===== config.mk =====
export PLATFORM = sky130hd
export DESIGN_NAME = sar_step_ctrl
export DESIGN_NICKNAME = d
export VERILOG_FILES = /design/src/rtl/sar_ctrl_pkg.sv /design/src/rtl/sar_frame_cnt.sv /design/src/rtl/sar_bit_stage.sv /design/src/rtl/sar_code_reg.sv /design/src/rtl/sar_step_ctrl.sv
export SDC_FILE = /design/constraint.sdc
export NUM_CORES = 1
export LEC_CHECK = 0
export BUFFER_PORTS_ARGS = -buffer_cell sky130_fd_sc_hd__buf_2
export CORE_MARGIN = 2
export CORE_UTILIZATION = 51
export CTS_CLUSTER_DIAMETER = 120
export CTS_CLUSTER_SIZE = 16
export DETAILED_ROUTE_END_ITERATION = 7
export PLACE_DENSITY = 0.81
export SLEW_MARGIN = 20
export SYNTH_ARGS = -nofsm -noshare
export SYNTH_HDL_FRONTEND = slang
export SYNTH_HIERARCHICAL = 1
export SYNTH_SLANG_ARGS = --single-unit

===== constraint.sdc =====
create_clock -name clk -period 2.7 [get_ports clk]
set_clock_uncertainty 0.2 [all_clocks]
set_input_delay 0.405 -clock clk [delete_from_list [all_inputs] [get_ports clk]]
set_output_delay 0.405 -clock clk [all_outputs]
set_load 0.02 [all_outputs]

===== src/rtl/sar_ctrl_pkg.sv =====
package sar_ctrl_pkg;

    localparam int SAR_BITS = 6;

    // Position of the current cycle inside a conversion frame
    typedef enum logic [1:0] {
        POS_SAMPLE = 2'd0,
        POS_STEP   = 2'd1,
        POS_FINAL  = 2'd2
    } frame_pos_e;

    // State held by one bit stage
    typedef struct packed {
        logic drv;   // trial or decided bit value
        logic pend;  // 1 while the bit is still unresolved
    } bit_state_t;

    localparam bit_state_t BIT_IDLE = '{drv: 1'b0, pend: 1'b1};

    // Resolution of a bit under trial: a comparator 1 clears it
    function automatic logic resolve_bit(input logic cur, input logic cmp);
        return cur & ~cmp;
    endfunction

endpackage


===== src/rtl/sar_frame_cnt.sv =====
module sar_frame_cnt
    import sar_ctrl_pkg::*;
#(
    parameter int FRAME_LEN = SAR_BITS + 1
) (
    input  logic       clk,
    input  logic       rst,
    output frame_pos_e pos
);
    localparam int CW = $clog2(FRAME_LEN);
    localparam logic [CW-1:0] LAST = CW'(FRAME_LEN - 1);

    logic [CW-1:0] cnt_q;

    always_ff @(posedge clk) begin
        if (rst || cnt_q == LAST) begin
            cnt_q <= '0;
        end else begin
            cnt_q <= cnt_q + 1'b1;
        end
    end

    always_comb begin
        if (cnt_q == '0) begin
            pos = POS_SAMPLE;
        end else if (cnt_q == LAST) begin
            pos = POS_FINAL;
        end else begin
            pos = POS_STEP;
        end
    end

endmodule


===== src/rtl/sar_bit_stage.sv =====
module sar_bit_stage
    import sar_ctrl_pkg::*;
#(
    parameter bit IS_TOP = 1'b0
) (
    input  logic clk,
    input  logic clear,        // frame clear or reset
    input  logic sampling,     // sampling cycle of the frame
    input  logic cmp,          // comparator decision
    input  logic pend_above,   // pending flag of the next higher stage
    input  logic trial_above,  // next higher stage is under trial now
    output logic drv,
    output logic pend,
    output logic trial         // this stage is under trial now
);
    bit_state_t st_q;

    // A stage is tried when it is still pending and every stage above is done
    assign trial = st_q.pend & ~sampling & (IS_TOP ? 1'b1 : ~pend_above);

    always_ff @(posedge clk) begin
        if (clear) begin
            st_q <= BIT_IDLE;
        end else if (sampling) begin
            st_q.drv  <= IS_TOP;
            st_q.pend <= 1'b1;
        end else if (trial) begin
            st_q.drv  <= resolve_bit(st_q.drv, cmp);
            st_q.pend <= 1'b0;
        end else if (trial_above) begin
            st_q.drv  <= 1'b1;
        end
    end

    assign drv  = st_q.drv;
    assign pend = st_q.pend;

endmodule


===== src/rtl/sar_code_reg.sv =====
module sar_code_reg #(
    parameter int NBITS = sar_ctrl_pkg::SAR_BITS
) (
    input  logic             clk,
    input  logic             rst,
    input  logic             capture,
    input  logic             cmp,
    input  logic [NBITS-1:1] upper_bits,
    output logic [NBITS-1:0] code,
    output logic             vld
);
    always_ff @(posedge clk) begin
        if (rst) begin
            code <= '0;
            vld  <= 1'b0;
        end else if (capture) begin
            code <= {upper_bits, ~cmp};
            vld  <= 1'b1;
        end else begin
            vld  <= 1'b0;
        end
    end

endmodule


===== src/rtl/sar_step_ctrl.sv =====
module sar_step_ctrl
    import sar_ctrl_pkg::*;
#(
    parameter int NBITS = SAR_BITS
) (
    input  logic             clk,
    input  logic             rst,
    input  logic             cmp_in,
    output logic [NBITS-1:0] bit_drv,
    output logic [NBITS-1:0] bit_drv_n,
    output logic             sample_ph,
    output logic [NBITS-1:0] code_out,
    output logic             code_vld
);
    localparam int FRAME_LEN = NBITS + 1;

    frame_pos_e       pos;
    logic             frame_clr;
    logic [NBITS-1:0] drv_w;
    logic [NBITS-1:0] pend_w;
    logic [NBITS-1:0] trial_w;

    sar_frame_cnt #(.FRAME_LEN(FRAME_LEN)) i_cnt (
        .clk (clk),
        .rst (rst),
        .pos (pos)
    );

    assign sample_ph = (pos == POS_SAMPLE);
    assign frame_clr = rst | (pos == POS_FINAL);

    for (genvar i = 0; i < NBITS; i++) begin : g_stage
        logic p_above;
        logic t_above;
        if (i == NBITS - 1) begin : g_top
            assign p_above = 1'b0;
            assign t_above = 1'b0;
        end else begin : g_low
            assign p_above = pend_w[i+1];
            assign t_above = trial_w[i+1];
        end
        sar_bit_stage #(.IS_TOP(i == NBITS - 1)) i_stage (
            .clk         (clk),
            .clear       (frame_clr),
            .sampling    (sample_ph),
            .cmp         (cmp_in),
            .pend_above  (p_above),
            .trial_above (t_above),
            .drv         (drv_w[i]),
            .pend        (pend_w[i]),
            .trial       (trial_w[i])
        );
    end

    sar_code_reg #(.NBITS(NBITS)) i_code (
        .clk        (clk),
        .rst        (rst),
        .capture    (pos == POS_FINAL),
        .cmp        (cmp_in),
        .upper_bits (drv_w[NBITS-1:1]),
        .code       (code_out),
        .vld        (code_vld)
    );

    assign bit_drv   = drv_w;
    assign bit_drv_n = ~drv_w;

endmodule


==> impl_metrics.ini <==
[power]
netSwitchingFraction_pct = 27.7
leakage_nw = 0.465
p_clk_share_pct = 28.0
power_density_nw_per_um2 = 537
switchingPower_mw = 0.180
power_frac_seq_pct = 54.3
p_int_mw = 0.469
pwr-share-comb_pct = 17.7
peakVddDrop_mv = 0.322

[global_routing]
grt_pass1_vias = 654
antenna_found_initial = 0
groute.usage.overall_pct = 17.0
grt_pass1_wl_um = 2990
grt_max_degree = 18
overflow = 0

[routing]
num_vias = 802
routed_via_density = 5.35
drt_iter0_markers = 11
postRouteAntennaNets = 0
routed_wl_um = 1910
dr.pass1.iters = 4
drt_drc_violations_left = 0
wl_per_cell_um = 12.7

[synth]
yosysTopAreaCell = dfxtp_1
synth_top_area_share_pct = 43.6
synthCells = 95
ys_seq_area_share_pct = 43.6
syn-mean-instance-area_um2 = 10.6
syn-num-nets = 101
synth.area.top_cells = dfxtp_1 (44%), or3b_1 (9.5%), and4bb_4 (8.1%)
ys_seq_elements = 22
syn-cell-area_um2 = 1010
ys_warn_count = 6
ys_types = 22

[cts]
clock_latency_ns = 0.31
clkTransAtPathRegs_ns = 0.12
clock_path_buffers = 2
cts_tree = yes
cts.sink_count = 22
numCtsBuffers = 3
cts_root_buffer = clkbuf_4
post-cts-setup-buffer-count = 0
htree_levels = 1

[critical_path]
critPathKind = register to primary output
start_kind = register
worstPathCellList = inv_1, ha_1, and2_1, nor2_2, buf_2
crit_path_max_fanout = 16
crit_arrival_ns = 1.94
slowest_stage = nor2_2
rr_startpoint = i_cnt/cnt_q[0]
crit_path_end_kind = primary output
slowest_delay_ns = 0.48
required_ns = 2.10
startpoint = i_cnt/cnt_q[0]

[sta]
tightest_slew_ns = 0.564
finalCritPeriodShare_pct = 94.2
rsz0062_at_grt = no
fin_tns_setup_ns = 0
setup_violations = 0
final.min_clock_period_ns = 2.54
whs_ns = 0.184
fmax_ghz = 0.393
slew_headroom_pct = 62.4
hold_violations = 0
slew_violations = 0

[worst_hold_path]
min-delay-start = rst
hp-class = input port to register

[floorplan]
coreArea_um2 = 1920
die_width_um = 48.5
rows = 16
start_util_pct = 52.5
io_pins = 23
dieArea_um2 = 2350
die_h_um = 48.5

[cells_and_area]
nets = 130
fin_area_um2 = 1210
final_cells = 150
area_growth_pct = 19.6
layout-drive-gt1-share_pct = 36.6
diodes = 0

[place]
postPlaceCellArea_um2 = 1160
numPortBuffers = 22
dp_hpwl_um = 1400
routabilityCongestion = 0.747
dp_cells = 146

[status]
status = finished, final reports clean

[flow_run]
max_cap_violations = 0
power by group through the flow:
stage          combinational (mW)  sequential [mW]  clock [mW]
2_1_floorplan              0.0646            0.363           0
3_3_place_gp                0.108            0.358           0
3_5_place_dp                0.112            0.360           0
4_1_cts                     0.114            0.352       0.188
5_1_grt                     0.126            0.354       0.199
6_report                    0.115            0.352       0.181
metal layers:
layer / track usage (%) / up-vias / wire length (um)
met5: 0 / - / 0
met4: 11.9 / 0 / 27
met3: 4.94 / 4 / 117
met2: 26.9 / 30 / 928
met1: 20.0 / 369 / 840
li1: - / 399 / -
stage by stage:
step | power [mW] | utilization, % | setup WS, ns
floorplan | 0.428 | - | 0.153
global route | 0.679 | 62.8 | 0.0146
finish | 0.648 | 62.8 | 0.156
global placement | 0.466 | 60.6 | 0.329
detailed placement | 0.472 | 60.6 | 0.228
CTS | 0.654 | 62.6 | 0.129
critical path, delay by kind of cell (launching register included):
kind          cells  cell delay [ns]
simple gates      2             0.70
fa+ha+maj         1             0.20
buf+inv           2             0.34
flops             1             0.39
Yosys cell counts (all sizes together):
cell    instances
a21oi           2
dfxtp          22
buf             1
a311oi          1
or3b           11
a211oi          1
inv            10
or2             2
and2            1
nor3            2
mux2i           5
conb            1
ha              3
and4bb          5
nor3b           6
o22ai           5
nor2            7
a211o           5
nand2b          2
nor2b           3
cell usage in the layout, fill, tap and decap left out, types with 3 or more instances in the layout:
| master | Yosys | final |
|---|---|---|
| a211o_2 | 5 | 5 |
| clkbuf_4 | 0 | 3 |
| or3b_1 | 11 | 11 |
| dfxtp_1 | 22 | 22 |
| nor3b_1 | 6 | 6 |
| buf_4 | 0 | 3 |
| buf_2 | 0 | 22 |
| inv_1 | 10 | 10 |
| nor2_1 | 7 | 6 |
| mux2i_1 | 5 | 5 |
| ha_1 | 3 | 3 |
| and4bb_4 | 5 | 5 |
| o22ai_1 | 5 | 5 |
sequential cells by signal (all words and copies together), names as in the netlist:
register,cells
g_stage.i_stage/pend,6
i_code/vld,1
g_stage.i_stage/drv,6
i_code/code,6
i_cnt/cnt_q,3
cells by family (layout without fill, tap and decap cells):
group / Yosys count / count (layout) / synth area share, %
fa+ha+maj: 3 / 3 / 3.72
buf+inv: 11 / 39 / 4.83
compound gates: 14 / 14 / 11.2
mux: 5 / 5 / 4.96
simple gates: 39 / 39 / 31.4
other cells: 1 / 1 / 0.371
flops: 22 / 22 / 43.6
cell type report:
cell class / count / area [um^2]
Inverter: 10 / 37.5
Multi-Input combinational cell: 62 / 527
Tap cell: 27 / 33.8
Timing Repair Buffer: 25 / 133
Sequential cell: 22 / 440
Clock buffer: 4 / 36.3
Fill cell: 170 / 714
path summary, 6_finish.rpt:
path                                 end  slack (ns)  cells after the start
hold / removal            i_cnt/cnt_q[2]        0.18                      2
setup reg to reg  g_stage[2].i_stage/drv        0.20                      9
hold reg to reg           i_cnt/cnt_q[0]        0.30                      1
setup / recovery               sample_ph        0.16                      5
repair_timing:
action / CTS / global route
setup endpoints to repair: 1 / 6
resized for setup: 1 / 2
hold buffers: 0 / 0
(Power assumes the default switching activity.)
